## config.mk

```make
export PLATFORM = sky130hd
export DESIGN_NAME = ilv_row_mem
export DESIGN_NICKNAME = d
export VERILOG_FILES = /design/src/rtl/ilv_pkg.sv /design/src/rtl/ilv_bank.sv /design/src/rtl/ilv_xfer_ctl.sv /design/src/rtl/ilv_stage_buf.sv /design/src/rtl/ilv_row_mem.sv
export SDC_FILE = /design/constraint.sdc
export NUM_CORES = 1
export LEC_CHECK = 0
export ABC_AREA = 1
export BUFFER_PORTS_ARGS = -buffer_cell sky130_fd_sc_hd__buf_2
export CAP_MARGIN = 10
export CORE_ASPECT_RATIO = 1.75
export CORE_UTILIZATION = 50
export DETAILED_ROUTE_END_ITERATION = 8
export PLACE_DENSITY = 0.66
export SKIP_CTS_REPAIR_TIMING = 1
export SKIP_LAST_GASP = 1
export SYNTH_ARGS = -nofsm -noshare
export SYNTH_HDL_FRONTEND = slang
export SYNTH_SLANG_ARGS = --single-unit
```

## constraint.sdc

```tcl
create_clock -name clk -period 1.5 [get_ports clk]
set_input_delay 0.15 -clock clk [delete_from_list [all_inputs] [get_ports clk]]
set_output_delay 0.15 -clock clk [all_outputs]
set_load 0.01 [all_outputs]
```

## src/rtl/ilv_pkg.sv

```systemverilog
package ilv_pkg;

  typedef enum logic [1:0] {
    XF_IDLE  = 2'd0,
    XF_ISSUE = 2'd1,
    XF_CAPT  = 2'd2
  } xf_state_e;

endpackage

```

## src/rtl/ilv_bank.sv

```systemverilog
module ilv_bank #(
  parameter int ROW_BITS = 3,
  parameter int WORD_W   = 8
) (
  input  logic                clk,
  input  logic                en,
  input  logic                we,
  input  logic [ROW_BITS-1:0] row,
  input  logic [WORD_W-1:0]   wdata,
  output logic [WORD_W-1:0]   rdata
);
  localparam int NROW = 1 << ROW_BITS;

  logic [WORD_W-1:0] mem_q [NROW];
  logic [WORD_W-1:0] rdata_q;

  // single port, one-cycle read latency, no reset on storage
  always_ff @(posedge clk) begin
    if (en) begin
      if (we) mem_q[row] <= wdata;
      else    rdata_q    <= mem_q[row];
    end
  end

  assign rdata = rdata_q;

endmodule

```

## src/rtl/ilv_xfer_ctl.sv

```systemverilog
module ilv_xfer_ctl
  import ilv_pkg::*;
#(
  parameter int ROW_BITS = 3
) (
  input  logic                clk,
  input  logic                rst_n,
  input  logic                cmd_valid,
  input  logic                cmd_wr,
  input  logic [ROW_BITS-1:0] cmd_row,
  input  logic                act_sel,
  input  logic                act_full,
  output logic                busy,
  output logic                bank_en,
  output logic                bank_we,
  output logic [ROW_BITS-1:0] bank_row,
  output logic                cap_en,
  output logic                xfer_set
);
  xf_state_e           st_q, st_d;
  logic                wr_q, wr_d;
  logic                set_q, set_d;
  logic [ROW_BITS-1:0] row_q, row_d;
  logic                accept;

  assign accept = cmd_valid && (st_q == XF_IDLE);

  always_comb begin
    st_d  = st_q;
    wr_d  = wr_q;
    set_d = set_q;
    row_d = row_q;
    unique case (st_q)
      XF_IDLE: begin
        if (accept) begin
          st_d  = XF_ISSUE;
          wr_d  = cmd_wr;
          row_d = cmd_row;
          // writes drain the set the host left; reads fill the host set if empty
          set_d = (cmd_wr || act_full) ? ~act_sel : act_sel;
        end
      end
      XF_ISSUE: st_d = XF_CAPT;
      XF_CAPT:  st_d = XF_IDLE;
      default:  st_d = XF_IDLE;
    endcase
  end

  always_ff @(posedge clk or negedge rst_n) begin
    if (!rst_n) begin
      st_q  <= XF_IDLE;
      wr_q  <= 1'b0;
      set_q <= 1'b0;
      row_q <= '0;
    end else begin
      st_q <= st_d;
      if (accept) begin
        wr_q  <= wr_d;
        set_q <= set_d;
        row_q <= row_d;
      end
    end
  end

  assign busy     = (st_q != XF_IDLE);
  assign bank_en  = (st_q == XF_ISSUE);
  assign bank_we  = bank_en && wr_q;
  assign bank_row = row_q;
  assign cap_en   = (st_q == XF_CAPT) && !wr_q;
  assign xfer_set = set_q;

  // issue is always followed by capture, capture by idle
  a_r2_issue_then_capt: assert property (@(posedge clk) disable iff (!rst_n)
    (st_q == XF_ISSUE) |=> (st_q == XF_CAPT));
  a_r2_capt_then_idle: assert property (@(posedge clk) disable iff (!rst_n)
    (st_q == XF_CAPT) |=> (st_q == XF_IDLE));
  // a request during a transfer never restarts it
  a_r3_no_restart: assert property (@(posedge clk) disable iff (!rst_n)
    (busy && cmd_valid) |=> (st_q != XF_ISSUE));

endmodule

```

## src/rtl/ilv_stage_buf.sv

```systemverilog
module ilv_stage_buf #(
  parameter int BANK_BITS = 2,
  parameter int WORD_W    = 8
) (
  input  logic                           clk,
  input  logic                           rst_n,
  input  logic                           host_valid,
  input  logic                           host_we,
  input  logic [WORD_W-1:0]              host_wdata,
  output logic                           host_ready,
  output logic [WORD_W-1:0]              host_rdata,
  output logic [BANK_BITS-1:0]           host_idx,
  input  logic                           busy,
  input  logic                           cmd_valid,
  input  logic                           cap_en,
  input  logic                           xfer_set,
  input  logic [(1<<BANK_BITS)*WORD_W-1:0] cap_data,
  output logic [(1<<BANK_BITS)*WORD_W-1:0] bank_wdata,
  output logic                           act_sel,
  output logic                           act_full
);
  localparam int NBANK = 1 << BANK_BITS;
  localparam logic [BANK_BITS-1:0] LAST_IDX = BANK_BITS'(NBANK - 1);

  logic [WORD_W-1:0]    buf_q [2][NBANK];
  logic [WORD_W-1:0]    buf_d [2][NBANK];
  logic [1:0]           full_q, full_d;
  logic                 act_q, act_d;
  logic [BANK_BITS-1:0] idx_q, idx_d;
  logic                 at_last, hs, swap;

  assign at_last    = (idx_q == LAST_IDX);
  assign host_ready = full_q[act_q] && !(at_last && (busy || cmd_valid));
  assign hs         = host_valid && host_ready;
  assign swap       = hs && at_last;

  always_comb begin
    buf_d  = buf_q;
    full_d = full_q;
    act_d  = act_q;
    idx_d  = idx_q;
    if (cap_en) begin
      for (int i = 0; i < NBANK; i++) begin
        buf_d[xfer_set][i] = cap_data[i*WORD_W +: WORD_W];
      end
      full_d[xfer_set] = 1'b1;
    end
    if (hs) begin
      if (host_we) buf_d[act_q][idx_q] = host_wdata;
      idx_d = at_last ? '0 : idx_q + 1'b1;
    end
    if (swap) begin
      full_d[act_q] = 1'b0;
      act_d         = ~act_q;
    end
  end

  always_ff @(posedge clk or negedge rst_n) begin
    if (!rst_n) begin
      full_q <= '0;
      act_q  <= 1'b0;
      idx_q  <= '0;
    end else begin
      full_q <= full_d;
      act_q  <= act_d;
      idx_q  <= idx_d;
    end
  end

  // datapath registers carry no reset
  always_ff @(posedge clk) begin
    buf_q <= buf_d;
  end

  for (genvar gi = 0; gi < NBANK; gi++) begin : g_wdata
    assign bank_wdata[gi*WORD_W +: WORD_W] = buf_q[xfer_set][gi];
  end

  assign host_rdata = buf_q[act_q][idx_q];
  assign host_idx   = idx_q;
  assign act_sel    = act_q;
  assign act_full   = full_q[act_q];

  // the final handshake only happens with the bank side quiet
  a_r8_last_quiet: assert property (@(posedge clk) disable iff (!rst_n)
    (hs && at_last) |-> (!busy && !cmd_valid));
  // index steps by one on each handshake
  a_r7_idx_step: assert property (@(posedge clk) disable iff (!rst_n)
    (hs && !at_last) |=> (idx_q == $past(idx_q) + 1'b1));
  // index wraps and roles trade after the last word
  a_r7_wrap_swap: assert property (@(posedge clk) disable iff (!rst_n)
    (hs && at_last) |=> ((idx_q == '0) && (act_q != $past(act_q))));
  // the set that was left is empty afterwards
  a_r10_left_empty: assert property (@(posedge clk) disable iff (!rst_n)
    swap |=> !full_q[$past(act_q)]);
  // capture never lands on the set the host is streaming
  a_r4_cap_safe: assert property (@(posedge clk) disable iff (!rst_n)
    (cap_en && full_q[act_q]) |-> (xfer_set != act_q));

endmodule

```

## src/rtl/ilv_row_mem.sv

```systemverilog
module ilv_row_mem #(
  parameter int BANK_BITS = 2,
  parameter int ROW_BITS  = 3,
  parameter int WORD_W    = 8
) (
  input  logic                 clk,
  input  logic                 rst_n,
  input  logic                 cmd_valid,
  input  logic                 cmd_wr,
  input  logic [ROW_BITS-1:0]  cmd_row,
  output logic                 cmd_busy,
  input  logic                 host_valid,
  input  logic                 host_we,
  input  logic [WORD_W-1:0]    host_wdata,
  output logic                 host_ready,
  output logic [WORD_W-1:0]    host_rdata,
  output logic [BANK_BITS-1:0] host_idx
);
  localparam int NBANK = 1 << BANK_BITS;
  localparam int ROWW  = NBANK * WORD_W;

  logic                rst_s1_q, rst_s2_q, rst_sync_n;
  logic                bank_en, bank_we, cap_en, xfer_set;
  logic                act_sel, act_full;
  logic [ROW_BITS-1:0] bank_row;
  logic [ROWW-1:0]     row_rdata, row_wdata;

  // reset asserts at once, releases on the clock
  always_ff @(posedge clk or negedge rst_n) begin
    if (!rst_n) begin
      rst_s1_q <= 1'b0;
      rst_s2_q <= 1'b0;
    end else begin
      rst_s1_q <= 1'b1;
      rst_s2_q <= rst_s1_q;
    end
  end
  assign rst_sync_n = rst_s2_q;

  ilv_xfer_ctl #(.ROW_BITS(ROW_BITS)) u_ctl (
    .clk       (clk),
    .rst_n     (rst_sync_n),
    .cmd_valid (cmd_valid),
    .cmd_wr    (cmd_wr),
    .cmd_row   (cmd_row),
    .act_sel   (act_sel),
    .act_full  (act_full),
    .busy      (cmd_busy),
    .bank_en   (bank_en),
    .bank_we   (bank_we),
    .bank_row  (bank_row),
    .cap_en    (cap_en),
    .xfer_set  (xfer_set)
  );

  for (genvar gb = 0; gb < NBANK; gb++) begin : g_bank
    ilv_bank #(.ROW_BITS(ROW_BITS), .WORD_W(WORD_W)) u_bank (
      .clk   (clk),
      .en    (bank_en),
      .we    (bank_we),
      .row   (bank_row),
      .wdata (row_wdata[gb*WORD_W +: WORD_W]),
      .rdata (row_rdata[gb*WORD_W +: WORD_W])
    );
  end

  ilv_stage_buf #(.BANK_BITS(BANK_BITS), .WORD_W(WORD_W)) u_stage (
    .clk        (clk),
    .rst_n      (rst_sync_n),
    .host_valid (host_valid),
    .host_we    (host_we),
    .host_wdata (host_wdata),
    .host_ready (host_ready),
    .host_rdata (host_rdata),
    .host_idx   (host_idx),
    .busy       (cmd_busy),
    .cmd_valid  (cmd_valid),
    .cap_en     (cap_en),
    .xfer_set   (xfer_set),
    .cap_data   (row_rdata),
    .bank_wdata (row_wdata),
    .act_sel    (act_sel),
    .act_full   (act_full)
  );

  // the host side opens only once a set is full
  a_r6_ready_needs_data: assert property (@(posedge clk) disable iff (!rst_sync_n)
    host_ready |-> act_full);
  // reset leaves the host side closed
  a_r1_reset_closed: assert property (@(posedge clk)
    !rst_sync_n |-> (!host_ready && !cmd_busy));

endmodule

```

==> results of run 1 <==
cell usage after synthesis, drive strengths merged:
library cell	n	share of area
a21oi	98	0.030
o22ai	4	0.0015
nor2	46	0.014
nand2	607	0.14
nor4	5	0.0018
inv	99	0.022
dfrtp	14	0.021
clkbuf	41	0.0091
dfxtp	64	0.076
ha	4	0.0030
edfxtp	288	0.51
nand4	174	0.071
nand3	11	0.0032
nor3	3	0.0018
clkinv	2	0.00044
o21ai	226	0.067
buf	91	0.033
conb	1	0.00022
worst max-delay path, cell delays in order (launching register included):
cell and delay, ns:
dfrtp_1 0.41, buf_6 0.15, buf_12 0.15, o21ai_0 0.22, nand2_1 0.17, nand2_1 0.10, nand2_1 0.05, buf_2 0.13
final cells by class:
cell class / instances / area (um2) / share of cell area
clock buffer: 35 / 791 / 0.0364
clock inverter: 21 / 170 / 0.00782
inverter: 101 / 422 / 0.0194
multi-input combinational: 1180 / 5970 / 0.275
sequential: 366 / 10300 / 0.473
tap: 450 / 563 / 0.0259
timing repair buffer: 297 / 3530 / 0.162
timing repair inverter: 1 / 11.3 / 0.000518
cells by family (layout without fill, tap and decap cells):
group,Yosys count,after routing,share of synthesized area
AOI/OAI and AO/OA,328,328,0.0979
and+or+nand+nor,846,847,0.228
DFF,366,366,0.607
buffers and inverters,233,455,0.0643
other,1,1,0.000221
adders and majority gates,4,4,0.00295
stage by stage:
step                total power, W  setup WS (ns)
global route                0.0421         -0.675
global placement            0.0286         -0.214
CTS                         0.0367         -0.724
detailed placement          0.0289         -0.226
finish                      0.0402         -0.629
floorplan                   0.0231         -0.840
where the power goes:
part | switching, W | total (W) | internal, W
combinational | 0.0108 | 0.0180 | 0.00726
clock | 0.00364 | 0.00778 | 0.00414
sequential | 0.000743 | 0.0143 | 0.0136
total | 0.0152 | 0.0402 | 0.0250
sequential cells by signal, indices dropped and copies added (netlist names):
signal / cells
rst_s1_q: 1
u_ctl.xfer_set: 1
u_ctl.wr_q: 1
g_bank.u_bank.mem_q: 256
rst_s2_q: 1
u_stage.host_idx: 2
u_ctl.bank_row: 3
g_bank.u_bank.rdata: 32
u_stage.act_sel: 1
u_stage.full_q: 2
u_stage.buf_q: 64
u_ctl.st_q: 2
worst min path at each step:
stage / start / endpoint / slack, ns / cells past startpoint
5_1_grt: host_valid / u_stage.buf_q[35] / 0.07 / 4
6_report: host_valid / u_stage.host_idx[0] / 0.08 / 4
2_1_floorplan: rst_n / rst_s1_q / -0.15 / 0
3_3_place_gp: rst_n / rst_s1_q / -0.06 / 1
3_5_place_dp: rst_n / rst_s2_q / -0.06 / 1
4_1_cts: rst_n / rst_s1_q / -0.69 / 1
routing by layer:
layer / vias to the layer above / wire (um)
met4: 0 / 2800
met3: 146 / 2690
met5: - / 0
met2: 590 / 26900
met1: 6685 / 18300
li1: 6562 / -
==> results.yml, run 1 <==
sta:
  worst_pin_slew_ns: 0.652
  grt_setup_unrepaired: "true"
  finClkSkew_ns: 0.0210
  max_slew_margin: 0.565
  post-route-period-util: 1.42
  layout_setup_ws_ns: -0.629
  fmax_mhz: 470
  drv_slew: 0
  fin_setup_tns_ns: -89.22
  hold_viol: 0
  whs_ns: 0.0752
  period_needed_ns: 2.13
  setup_viol: 401
grt:
  grt_pass1_vias: 12538
  met1_usage: 0.306
  antenna_found_initial: 0
  grt_pass1_wl_mm: 69.0
  grt_max_degree: 47
  grt_busiest_layer: "met2"
  grt_overflow: 0
  grt_use_met2: 0.468
  gr-usage-met3: 0.0265
  grt_usage: 0.260
detailed_routing:
  drt_wl_total_mm: 50.7
  drtIter0Drc: 1227
  ant_nets: 0
  wire_per_inst_um: 20.7
  routed_via_density: 5.71
  first_pass_iters: 6
  vias: 13983
  drc: 0
outcome:
  violations: "negative setup slack"
  status: "finished with violations"
die:
  die_y_um: 245
  fp.dieW_um: 141
  ios: 29
  dieArea_um2: 34600
  start_util: 0.511
  rows: 88
  coreArea_um2: 33100
critical_path:
  cp-startpoint: "u_stage.act_sel"
  r2r-end: "u_stage.buf_q[53]"
  r2r_cells: 12
  cp_max_fo: 25
  critPathCaptureType: "primary output"
  worstPathArrival_ns: 1.98
  regToRegSetupSlack_ns: -0.39
  worstPathRequired_ns: 1.35
  worstSetupPathType: "flop to primary output"
  crit_end: "host_rdata[5]"
  setup.worst_path.start_class: "flop"
  rr_startpoint: "u_stage.act_sel"
final_layout:
  layout-drive-gt1-share: 0.217
  instances_no_fill: 2451
  fill_cells: 2413
  fin_area_um2: 21800
  syn_to_final_growth_pct: 28.4
  fin_nets: 1999
  final_common_cell: "nand2_1"
  antenna_cells: 0
  mostFrequentLayoutCells: "nand2_1, edfxtp_1, o21ai_0, nand4_1, buf_4"
  post-route-util: 0.656
clock_network:
  h-tree-depth: 1
  clkLatencyLatePin_ns: 0.59
  cts-root-buf: "clkbuf_16"
  clk_path_buf_depth: 3
  tritoncts: "yes"
  cts_sinks: 366
  tritoncts.num_buffers: 31
  clk_pin_slew_worst_paths_ns: 0.07
synth:
  ys_seq_area_frac: 0.607
  syn_nets: 1799
  avgSynthCellArea_um2: 9.53
  synth.distinct_cells: 31
  synthesis.instances: 1778
  yosys_warnings: 0
  netlist_area_um2: 16900
  yosys_register_bits: 366
place:
  routabilityCongestion: 0.946
  dp_cells: 2282
  io_buffer_count: 28
  dp_hpwl_mm: 30.5
  placed_cell_area_um2: 18700
flow_run:
  max_cap_viol_count: 0
hold_path:
  min_path_type: "input port to flop"
pwr:
  max-vdd-ir-drop_mv: 0.933
  p_leak_nw: 8.68
  power_density_nw_per_um2: 1850
Power figures use the tool's default switching activity.
==> run 2: changes to the inputs <==
Settings changed: CELL_PAD_IN_SITES_DETAIL_PLACEMENT set to 1, CELL_PAD_IN_SITES_GLOBAL_PLACEMENT set to 2, CORE_UTILIZATION 50 to 41, PLACE_DENSITY 0.66 to unset, PLACE_DENSITY_LB_ADDON set to 0.1, RECOVER_POWER set to 50.
==> results.yml, run 2 (same netlist as run 1, synthesis figures left out) <==
place:
  post-place-ws_ns: -0.185
  routabilityCongestion: 0.824
  io_buffer_count: 28
  dp_hpwl_mm: 36.4
  placed_cell_area_um2: 19100
grt:
  grt_use_met2: 0.456
  grt_pass1_vias: 13788
  grt_overflow: 0
  met1_usage: 0.308
  grt_pass1_wl_mm: 80.4
  grt_busiest_layer: "met2"
  antenna_found_initial: 1
  grt_max_degree: 65
  gr-usage-met3: 0.0293
  grt_usage: 0.254
sta:
  hold_viol: 0
  finClkSkew_ns: 0.0300
  drv_slew: 0
  worst_pin_slew_ns: 1.09
  setup_viol: 406
  fmax_mhz: 476
  grt_setup_unrepaired: "true"
  period_needed_ns: 2.10
  whs_ns: 0.0142
  max_slew_margin: 0.271
  layout_setup_ws_ns: -0.599
  post-route-period-util: 1.40
pwr:
  swShare: 0.386
  max-vdd-ir-drop_mv: 1.13
  p_sw_w: 0.0169
  clock_power_share: 0.214
  power_frac_seq: 0.331
  power_density_nw_per_um2: 1900
  internal_power_w: 0.0268
  p_leak_nw: 9.06
  power_w: 0.0436
  p_comb_frac: 0.456
outcome:
  violations: "negative setup slack"
  status: "finished with violations"
detailed_routing:
  first_pass_iters: 4
  drtIter0Drc: 978
  ant_nets: 0
  wire_per_inst_um: 25.0
  vias: 14462
  drt_wl_total_mm: 64.3
  routed_via_density: 5.62
  drc: 0
final_layout:
  syn_to_final_growth_pct: 35.3
  final_common_cell: "nand2_1"
  layout-drive-gt1-share: 0.260
  mostFrequentLayoutCells: "nand2_1, edfxtp_1, nand4_1, o21ai_0, buf_4"
  largest_reg_flops: 256
  regMostFlops: "g_bank.u_bank.mem_q"
  fin_nets: 2017
  fin_area_um2: 22900
critical_path:
  critPathCaptureType: "primary output"
  worstSetupPathType: "flop to primary output"
  setup.worst_path.start_class: "flop"
  cp_max_fo: 7
  r2r_cells: 9
  worstPathArrival_ns: 1.95
  worstPathRequired_ns: 1.35
hold_path:
  hold_depth: 3
  min_path_type: "input port to flop"
die:
  dieArea_um2: 42200
  rows: 98
  ios: 29
  start_util: 0.415
  fp.dieW_um: 156
  die_y_um: 271
  coreArea_um2: 40800
clock_network:
  tritoncts: "yes"
  cts_sinks: 366
  clk_pin_slew_worst_paths_ns: 0.07
  cts-root-buf: "clkbuf_16"
  clk_path_buf_depth: 3
  clkLatencyLatePin_ns: 0.55
  h-tree-depth: 2
  tritoncts.num_buffers: 36
flow_run:
  max_cap_viol_count: 0
run 2: power groups by stage:
stage               registers (W)  clock network [W]  logic (W)
global placement           0.0145                  0     0.0150
detailed placement         0.0145                  0     0.0154
global route               0.0145            0.00977     0.0213
CTS                        0.0143            0.00940     0.0155
finish                     0.0144            0.00933     0.0199
floorplan                  0.0143                  0    0.00881
run 2: layout make-up:
| type | instances | area (um2) |
|---|---|---|
| flip-flops and latches | 366 | 10300 |
| well taps | 550 | 688 |
| fillers | 4371 | 17900 |
| inverters | 101 | 424 |
| repair buffers | 311 | 4160 |
| clock inverters | 18 | 205 |
| repair inverters | 1 | 16.3 |
| multi-input cells | 1179 | 6170 |
| diodes | 1 | 2.50 |
| clock buffers | 47 | 962 |
run 2: path summary, 6_finish.rpt:
check | start | endpoint | slack [ns]
hold / removal | host_wdata[7] | u_stage.buf_q[31] | 0.01
hold reg to reg | rst_s1_q | rst_s2_q | 0.37
max in group asynchronous | rst_s2_q | u_ctl.xfer_set | 0.20
setup / recovery | u_ctl.st_q[0] | host_ready | -0.60
setup reg to reg | u_ctl.st_q[0] | g_bank[0].u_bank.mem_q[4][2] | -0.55
min in group asynchronous | rst_n | rst_s2_q | 0.47
run 2: worst max-delay path, cell delays in order, from the launching register on:
cell     delay (ns)
dfrtp_1        0.42
nor2_1         0.15
nand2_1        0.09
buf_6          0.14
a21oi_4        0.33
buf_12         0.17
buf_6          0.09
run 2: routing by layer:
metal	wire length, um	vias up
li1	-	6630
met3	2260	187
met4	3710	2
met1	24300	7263
met5	11	-
met2	34100	380
run 2: per-stage QoR:
stage / setup TNS (ns) / instances / utilization
floorplan: -211.51 / 1778 / -
global placement: -24.18 / 2398 / 0.468
detailed placement: -33.89 / 2398 / 0.468
CTS: -48.03 / 2463 / 0.497
global route: -163.51 / 2573 / 0.561
finish: -132.65 / 2574 / 0.561
==> run 3: changes to the inputs <==
Settings changed: BUFFER_PORTS_ARGS -buffer_cell sky130_fd_sc_hd__buf_2 to unset, DONT_BUFFER_PORTS set to 1.
==> results.yml, run 3 (same netlist as run 1, synthesis figures left out) <==
detailed_routing:
  ant_nets: 0
  vias: 14158
  drtIter0Drc: 845
  routed_via_density: 5.54
  drt_wl_total_mm: 64.3
  wire_per_inst_um: 25.2
  first_pass_iters: 5
  drc: 0
critical_path:
  cp_max_fo: 6
  cp-startpoint: "u_ctl.st_q[1]"
  worstSetupPathType: "flop to flop"
  r2r_cells: 7
  r2r-end: "g_bank[1].u_bank.mem_q[0][4]"
  crit_chain: "buf_6 > nor2_1 > nand2_4 > buf_12 > nor4_4 > buf_6 > clkbuf_16"
  critPathCaptureType: "flop"
  cpMostUsedCell: "buf_6"
  regToRegSetupSlack_ns: -0.53
  crit_path_max_incr_delay_ns: 0.41
  worstPathArrival_ns: 2.30
  cp_slowest_cell: "dfrtp_1"
  setup.worst_path.start_class: "flop"
  worstPathRequired_ns: 1.77
  rr_startpoint: "u_ctl.st_q[1]"
grt:
  grt_pass1_vias: 13563
  grt_max_degree: 79
  antenna_found_initial: 4
  grt_usage: 0.254
  grt_pass1_wl_mm: 80.4
  grt_overflow: 0
place:
  routabilityCongestion: 0.808
  io_buffer_count: 0
  post-place-ws_ns: -0.187
  dp_hpwl_mm: 36.4
  dp_cells: 2366
final_layout:
  mostFrequentLayoutCells: "nand2_1, edfxtp_1, nand4_1, o21ai_0"
  final_common_cell: "nand2_1"
  post-route-util: 0.568
  largest_reg_flops: 256
  instances_no_fill: 2556
  layout-drive-gt1-share: 0.273
  syn_to_final_growth_pct: 36.8
  regMostFlops: "g_bank.u_bank.mem_q"
  fin_nets: 1994
die:
  start_util: 0.415
  ios: 29
  die_y_um: 271
  rows: 98
  fp.dieW_um: 156
  dieArea_um2: 42200
  coreArea_um2: 40800
outcome:
  status: "finished with violations"
  violations: "negative hold slack, negative setup slack"
hold_path:
  hold_depth: 2
  hp-start: "host_valid"
  min_path_type: "input port to flop"
  holdPathEnd: "u_stage.buf_q[52]"
clock_network:
  cts-root-buf: "clkbuf_16"
  cts_sinks: 366
  clkLatencyLatePin_ns: 0.57
  tritoncts.num_buffers: 37
  clk_pin_slew_worst_paths_ns: 0.06
  h-tree-depth: 2
  clk_path_buf_depth: 3
  tritoncts: "yes"
sta:
  worst_pin_slew_ns: 1.18
  post-route-period-util: 1.35
  drv_slew: 0
  whs_ns: -0.245
  grt_setup_unrepaired: "true"
  setup_viol: 400
  period_needed_ns: 2.03
  hold_viol: 69
  finClkSkew_ns: 0.0347
  layout_setup_ws_ns: -0.531
  fmax_mhz: 492
  max_slew_margin: 0.217
pwr:
  power_w: 0.0429
  p_leak_nw: 9.24
  max-vdd-ir-drop_mv: 1.14
  power_density_nw_per_um2: 1850
flow_run:
  max_cap_viol_count: 0
[run 3: cell type report]
type	count	area [um2]
clock inverter	24	309
timing repair buffer	287	3990
tap	550	688
sequential	366	10300
clock buffer	44	973
antenna	4	10.0
multi-input combinational	1179	6460
fill	4360	17700
inverter	101	440
timing repair inverter	1	16.3
[run 3: routing by layer]
metal | track usage | vias to the layer above | wire [um]
met5 | 0 | - | 0
met4 | 0.0802 | 0 | 3250
met3 | 0.0287 | 131 | 2620
met2 | 0.463 | 359 | 34200
met1 | 0.309 | 7070 | 24200
li1 | - | 6598 | -
[run 3: worst max-delay path by stage]
| stage | slack [ns] | depth (start not counted) | endpoint |
|---|---|---|---|
| floorplan | -0.84 | 4 | g_bank[0].u_bank.mem_q[1][0] |
| global placement | -0.15 | 6 | g_bank[2].u_bank.rdata[5] |
| detailed placement | -0.19 | 6 | g_bank[0].u_bank.rdata[6] |
| CTS | -0.63 | 7 | host_rdata[2] |
| global route | -0.61 | 7 | g_bank[1].u_bank.mem_q[0][4] |
| finish | -0.53 | 7 | g_bank[1].u_bank.mem_q[0][4] |
[run 3: per-stage QoR]
stage,cell area [um2],setup TNS [ns],hold slack [ns]
after global placement,19000,-25.33,-0.145
after global routing,23200,-145.74,-0.255
after floorplan,17200,-211.51,-0.146
after CTS,20300,-45.25,-0.706
final,23200,-119.89,-0.245
after detailed placement,19000,-37.05,-0.145
[run 3: where the power goes]
group          total (W)  switching (W)  internal (W)
Clock            0.00997        0.00422       0.00575
Combinational     0.0185         0.0115       0.00696
Sequential        0.0144       0.000802        0.0136
[run 3: worst max-delay path: cells and delay by family (launching register included)]
kind,cells,cell delay [ns]
flops,1,0.41
simple gates,3,0.61
buf+inv,4,0.73
